$ cat src/rtl/col_pwr_pkg.sv
package col_pwr_pkg;

    typedef enum logic [2:0] {
        S_OFF     = 3'd0,
        S_WAKE    = 3'd1,
        S_RAMP_UP = 3'd2,
        S_ON      = 3'd3,
        S_RAMP_DN = 3'd4,
        S_ABORT   = 3'd5
    } seq_state_t;

endpackage

$ cat src/rtl/col_step_timer.sv
module col_step_timer #(
    parameter int DLY_W = 4
) (
    input  logic             clk,
    input  logic             rst_n,
    input  logic             clr_i,
    input  logic [DLY_W-1:0] dly_i,
    output logic             step_o
);

    logic [DLY_W-1:0] tmr_q;
    logic [DLY_W-1:0] lim;

    always_comb begin
        lim    = (dly_i == '0) ? '0 : dly_i - DLY_W'(1);
        step_o = (dly_i == '0) || (tmr_q >= lim);
    end

    always_ff @(posedge clk or negedge rst_n) begin
        if (!rst_n) begin
            tmr_q <= '0;
        end else if (clr_i || step_o) begin
            tmr_q <= '0;
        end else begin
            tmr_q <= tmr_q + DLY_W'(1);
        end
    end

endmodule

$ cat src/rtl/col_window_decode.sv
module col_window_decode #(
    parameter int N_COLS = 8,
    parameter int PTR_W  = $clog2(N_COLS + 1)
) (
    input  logic [PTR_W-1:0]  lo_i,
    input  logic [PTR_W-1:0]  hi_i,
    output logic [N_COLS-1:0] bias_o
);

    for (genvar gi = 0; gi < N_COLS; gi++) begin : g_col
        localparam logic [PTR_W-1:0] IDX = PTR_W'(gi);
        assign bias_o[gi] = (IDX >= lo_i) && (IDX < hi_i);
    end

endmodule

$ cat src/rtl/col_pwr_fsm.sv
module col_pwr_fsm
    import col_pwr_pkg::*;
#(
    parameter int N_COLS = 8,
    parameter int DLY_W  = 4,
    parameter int PTR_W  = $clog2(N_COLS + 1)
) (
    input  logic             clk,
    input  logic             rst_n,
    input  logic             en_i,
    input  logic             zero_dly_i,
    input  logic             step_i,
    input  logic             cut_i,
    output logic             tmr_clr_o,
    output logic [PTR_W-1:0] lo_o,
    output logic [PTR_W-1:0] hi_o,
    output logic             ana_off_o
);

    localparam logic [PTR_W-1:0] FULL = PTR_W'(N_COLS);
    localparam logic [PTR_W-1:0] LAST = PTR_W'(N_COLS - 1);
    localparam logic [PTR_W-1:0] ONE  = PTR_W'(1);
    localparam logic             SINGLE = (N_COLS == 1);

    seq_state_t       state_q, state_d;
    logic [PTR_W-1:0] hi_q, hi_d;
    logic [PTR_W-1:0] lo_q, lo_d;
    logic             clr_d;

    always_ff @(posedge clk or negedge rst_n) begin
        if (!rst_n) begin
            state_q <= S_OFF;
            hi_q    <= '0;
            lo_q    <= '0;
        end else begin
            state_q <= state_d;
            hi_q    <= hi_d;
            lo_q    <= lo_d;
        end
    end

    always_comb begin
        state_d = state_q;
        hi_d    = hi_q;
        lo_d    = lo_q;
        clr_d   = 1'b1;
        unique case (state_q)
            S_OFF: begin
                if (en_i) state_d = S_WAKE;
            end
            S_WAKE: begin
                if (!en_i) begin
                    state_d = S_OFF;
                end else if (zero_dly_i || SINGLE) begin
                    hi_d    = FULL;
                    state_d = S_ON;
                end else begin
                    hi_d    = ONE;
                    state_d = S_RAMP_UP;
                end
            end
            S_RAMP_UP: begin
                if (!en_i) begin
                    hi_d    = hi_q - ONE;
                    state_d = (hi_q == ONE) ? S_OFF : S_ABORT;
                end else begin
                    clr_d = 1'b0;
                    if (step_i) begin
                        if (zero_dly_i || hi_q == LAST) begin
                            hi_d    = FULL;
                            state_d = S_ON;
                        end else begin
                            hi_d = hi_q + ONE;
                        end
                    end
                end
            end
            S_ON: begin
                if (!en_i) begin
                    if (zero_dly_i || SINGLE) begin
                        hi_d    = '0;
                        lo_d    = '0;
                        state_d = S_OFF;
                    end else begin
                        lo_d    = ONE;
                        state_d = S_RAMP_DN;
                    end
                end
            end
            S_RAMP_DN: begin
                clr_d = 1'b0;
                if (step_i) begin
                    if (zero_dly_i || lo_q == LAST) begin
                        hi_d    = '0;
                        lo_d    = '0;
                        state_d = S_OFF;
                    end else begin
                        lo_d = lo_q + ONE;
                    end
                end
            end
            S_ABORT: begin
                clr_d = 1'b0;
                if (step_i) begin
                    if (zero_dly_i || hi_q == ONE) begin
                        hi_d    = '0;
                        state_d = S_OFF;
                    end else begin
                        hi_d = hi_q - ONE;
                    end
                end
            end
            default: begin
                state_d = S_OFF;
                hi_d    = '0;
                lo_d    = '0;
            end
        endcase
    end

    always_comb begin
        tmr_clr_o = clr_d;
        lo_o      = lo_q;
        hi_o      = hi_q;
        ana_off_o = (state_q == S_OFF) && cut_i;
    end

endmodule

$ cat src/rtl/col_pwr_sequencer.sv
module col_pwr_sequencer #(
    parameter int N_COLS = 8,
    parameter int DLY_W  = 4
) (
    input  logic              clk,
    input  logic              rst_n,
    input  logic              pwr_en_i,
    input  logic [DLY_W-1:0]  step_dly_i,
    input  logic              cut_en_i,
    output logic [N_COLS-1:0] col_bias_o,
    output logic              ana_off_o
);

    localparam int PTR_W = $clog2(N_COLS + 1);

    logic             step;
    logic             tmr_clr;
    logic             zero_dly;
    logic [PTR_W-1:0] lo_ptr;
    logic [PTR_W-1:0] hi_ptr;

    assign zero_dly = (step_dly_i == '0);

    col_step_timer #(
        .DLY_W (DLY_W)
    ) u_timer (
        .clk    (clk),
        .rst_n  (rst_n),
        .clr_i  (tmr_clr),
        .dly_i  (step_dly_i),
        .step_o (step)
    );

    col_pwr_fsm #(
        .N_COLS (N_COLS),
        .DLY_W  (DLY_W),
        .PTR_W  (PTR_W)
    ) u_fsm (
        .clk        (clk),
        .rst_n      (rst_n),
        .en_i       (pwr_en_i),
        .zero_dly_i (zero_dly),
        .step_i     (step),
        .cut_i      (cut_en_i),
        .tmr_clr_o  (tmr_clr),
        .lo_o       (lo_ptr),
        .hi_o       (hi_ptr),
        .ana_off_o  (ana_off_o)
    );

    col_window_decode #(
        .N_COLS (N_COLS),
        .PTR_W  (PTR_W)
    ) u_decode (
        .lo_i   (lo_ptr),
        .hi_i   (hi_ptr),
        .bias_o (col_bias_o)
    );

endmodule

$ cat config.mk
export PLATFORM = sky130hd
export DESIGN_NAME = col_pwr_sequencer
export DESIGN_NICKNAME = d
export VERILOG_FILES = /design/src/rtl/col_pwr_pkg.sv /design/src/rtl/col_step_timer.sv /design/src/rtl/col_window_decode.sv /design/src/rtl/col_pwr_fsm.sv /design/src/rtl/col_pwr_sequencer.sv
export SDC_FILE = /design/constraint.sdc
export NUM_CORES = 1
export LEC_CHECK = 0
export ABC_AREA = 1
export BUFFER_PORTS_ARGS = -buffer_cell sky130_fd_sc_hd__buf_4
export CORE_ASPECT_RATIO = 0.7
export CORE_MARGIN = 2
export CORE_UTILIZATION = 40
export CTS_CLUSTER_DIAMETER = 50
export DETAILED_ROUTE_END_ITERATION = 10
export GPL_TIMING_DRIVEN = 0
export PLACE_DENSITY = 0.7
export RECOVER_POWER = 100
export SLEW_MARGIN = 10
export SYNTH_ARGS = -nofsm -noshare
export SYNTH_HDL_FRONTEND = slang
export SYNTH_HIERARCHICAL = 1
export SYNTH_SLANG_ARGS = --single-unit
$ cat constraint.sdc
create_clock -name clk -period 2.4 [get_ports clk]
set_input_delay 0.48 -clock clk [delete_from_list [all_inputs] [get_ports clk]]
set_output_delay 0.48 -clock clk [all_outputs]
set_load 0.02 [all_outputs]
==> flow_metrics.env <==
export IMPL_status="finished clean"
export IMPL_rr_worst_depth=14
export IMPL_yosysSeqAreaShare_pct=27.0
export IMPL_p_int_uw=851
export IMPL_syn_avg_cell_area_um2=6.04
export IMPL_period_needed_ns=2.11
export IMPL_viasPerCell=4.90
export IMPL_p_leak_uw=0.000872
export IMPL_area_growth_pct=13.1
export IMPL_required_ns=2.52
export IMPL_swShare_pct=53.4
export IMPL_setup_violations=0
export IMPL_hold_path_class="primary input to asynchronous set/reset pin"
export IMPL_ant_nets=0
export IMPL_row_count=17
export IMPL_finish_instance_area_mm2=0.00157
export IMPL_diodes=0
export IMPL_placed_area_mm2=0.00157
export IMPL_core_mm2=0.00323
export IMPL_ys_seq_elements=15
export IMPL_multi_input_area_um2=863
export IMPL_endpoint_kind="register"
export IMPL_drt_iter0_drc=130
export IMPL_rr_startpoint="u_timer/tmr_q[0]$_DFF_PN0_"
export IMPL_finalWorstSetupSlack_ns=0.293
export IMPL_dieArea_mm2=0.00397
export IMPL_grt_pass1_wl_mm=5.58
export IMPL_drtPass1Iterations=4
export IMPL_yosys_warnings=6
export IMPL_peakVddDrop_uv=596
export IMPL_vias=1454
export IMPL_grt_ovfl_total=0
export IMPL_worstPathArrival_ns=2.23
export IMPL_drive_above_1_share_pct=6.40
export IMPL_final_common_cell="nand2_1"
export IMPL_drc=0
export IMPL_final_cell_mix="nand2_1 (69), nor2_1 (37), inv_1 (35)"
export IMPL_dieWidth_um=74.5
export IMPL_port_buffers=16
export IMPL_cts_repair_timing_setup_buffer_count=0
export IMPL_ff2ff_setup_slack_ns=0.58
export IMPL_grt_max_degree=16
export IMPL_synth_top_area_share_pct=27.0
export IMPL_relSlewSlack_pct=43.0
export IMPL_cts_buffer_depth=2
export IMPL_clkPwrFrac_pct=11.3
export IMPL_h_tree_depth=1
export IMPL_tightestPinTransition_ns=0.855
export IMPL_ys_flop_type="dfrtp_1"
export IMPL_fmax_mhz=475
export IMPL_start_kind="primary input"
export IMPL_fin_setup_tns_ns=0
export IMPL_totalWireLength_mm=3.22
export IMPL_fin_nets=268
export IMPL_synth_edf_count=0
export IMPL_clk_latency_ns=0.25
export IMPL_hold_viol=0
export IMPL_cts_root_buffer="clkbuf_8"
export IMPL_ctsHoldBuffers=0
export IMPL_maxCapViolCount=0
export IMPL_cts_resized=0
export IMPL_power_density_mw_per_mm2=1160
export IMPL_clk_pin_slew_worst_paths_ns=0.06
export IMPL_die_h_um=53.3
export IMPL_post_dp_hpwl_mm=2.55
export IMPL_synth_area_leaders="dfrtp_1 (27%), nand2_1 (18%), nor2_1 (10%)"
export IMPL_cts_tree="yes"
export IMPL_ys_types=20
export IMPL_whs_ns=0.311
export IMPL_antenna_found_initial=0
export IMPL_synth_area_leader_cell="dfrtp_1"
export IMPL_seqCellArea_um2=375
export IMPL_fin_crit_sh_pct=87.8
export IMPL_seqPwrFrac_pct=27.6
export IMPL_cp_max_fo=5
export IMPL_synth_async_reset_ratio_pct=100
export IMPL_reg2reg_to="u_fsm/lo_o[3]$_DFFE_PN0P_"
export IMPL_initial_core_util_pct=43.0
export IMPL_dp_slack_ns=-0.0513
export IMPL_detail_route_wl_per_cell_um=10.8
export IMPL_place_gp_congestion=0.924
export IMPL_nFillCells=351
export IMPL_grt_pass1_vias=1237
export IMPL_synth_fp_nets=247
export IMPL_skew_ns=0.00538
export IMPL_combPwrFrac_pct=61.1
export IMPL_p_sw_uw=974
export IMPL_cts_sink_count=15
export IMPL_grt_setup_unrepaired="false"
export IMPL_synth_area_mm2=0.00139
export IMPL_ioPinCount=17
export IMPL_synthCells=230
export IMPL_drv_slew=0
export IMPL_cts_made_buffers=3
export IMPL_path_class="primary input to register"
export IMPL_track_usage_pct=18.2
## worst max-delay path by stage
stage	startpoint	end	slack, ns	cells past startpoint
after global placement	step_dly_i[1]	u_fsm/lo_o[2]$_DFFE_PN0P_	-0.001	16
after CTS	step_dly_i[1]	u_fsm/lo_o[0]$_DFFE_PN0P_	0.21	16
after floorplan	step_dly_i[1]	u_fsm/lo_o[2]$_DFFE_PN0P_	0.33	15
after detailed placement	step_dly_i[1]	u_fsm/lo_o[2]$_DFFE_PN0P_	-0.05	16
after global routing	step_dly_i[1]	u_fsm/lo_o[0]$_DFFE_PN0P_	0.05	16
final	step_dly_i[1]	u_fsm/lo_o[3]$_DFFE_PN0P_	0.29	15
## cell type report
class,instances,area share (%)
Buffer,1,0.318
Inverter,36,8.59
Sequential cell,15,23.9
Multi-Input combinational cell,178,54.9
Clock buffer,4,2.86
Timing Repair Buffer,16,5.73
Tap cell,47,3.74
## synthesized netlist by cell type (3+ instances only)
master   instances
dfrtp_1         15
nand2_1         68
inv_1           34
a21oi_1          9
nand4_1          5
nor2_1          37
o21ai_0         10
ha_1             9
nor2_2           3
nand3_1         25
xor2_1           3
## cell families after synthesis
kind of cell | Yosys count | synth area share (%)
AOI/OAI and AO/OA | 23 | 9.00
xor gates and xnor gates | 5 | 3.15
adders and majority gates | 9 | 8.10
buffers and inverters | 37 | 10.1
DFF | 15 | 27.0
and+or+nand+nor | 141 | 42.7
## layer usage
metal | vias up | global-route usage [%] | wire (µm)
met1 | 640 | 28.7 | 1740
li1 | 765 | - | -
met3 | 0 | 4.19 | 263
met5 | - | 0 | 0
met4 | 0 | 2.08 | 0
met2 | 49 | 25.4 | 1210
## state kept, by name (all words and copies together), names as in the netlist
register       flops
u_timer/tmr_q      4
u_fsm/hi_o         4
u_fsm/lo_o         4
u_fsm/state_q      3
## power by group through the flow
stage / combinational (µW) / clock [µW] / sequential (µW)
after floorplan: 861 / 0 / 460
after global placement: 1140 / 0 / 505
after detailed placement: 1150 / 0 / 503
after CTS: 1160 / 211 / 498
after global routing: 1280 / 224 / 520
final: 1110 / 206 / 503
## worst max-delay path, stage by stage
cell	delay (ns)
clkbuf_1	0.11
nor2_2	0.17
inv_1	0.07
o21ai_0	0.16
ha_1	0.27
nand2_1	0.07
nand2_1	0.05
a21oi_1	0.16
nand2_1	0.11
inv_1	0.09
a21oi_1	0.07
nand2_1	0.12
inv_1	0.11
nand3_1	0.09
o21ai_0	0.09
## stage by stage
| stage | utilization [%] | total power, µW | instances |
|---|---|---|---|
| finish | 48.6 | 1820 | 297 |
| global route | 48.6 | 2020 | 297 |
| CTS | 49.9 | 1870 | 297 |
| detailed placement | 48.5 | 1650 | 293 |
| global placement | 48.5 | 1640 | 293 |
| floorplan | - | 1320 | 230 |
Note: power is estimated with default switching activity, not from simulation.
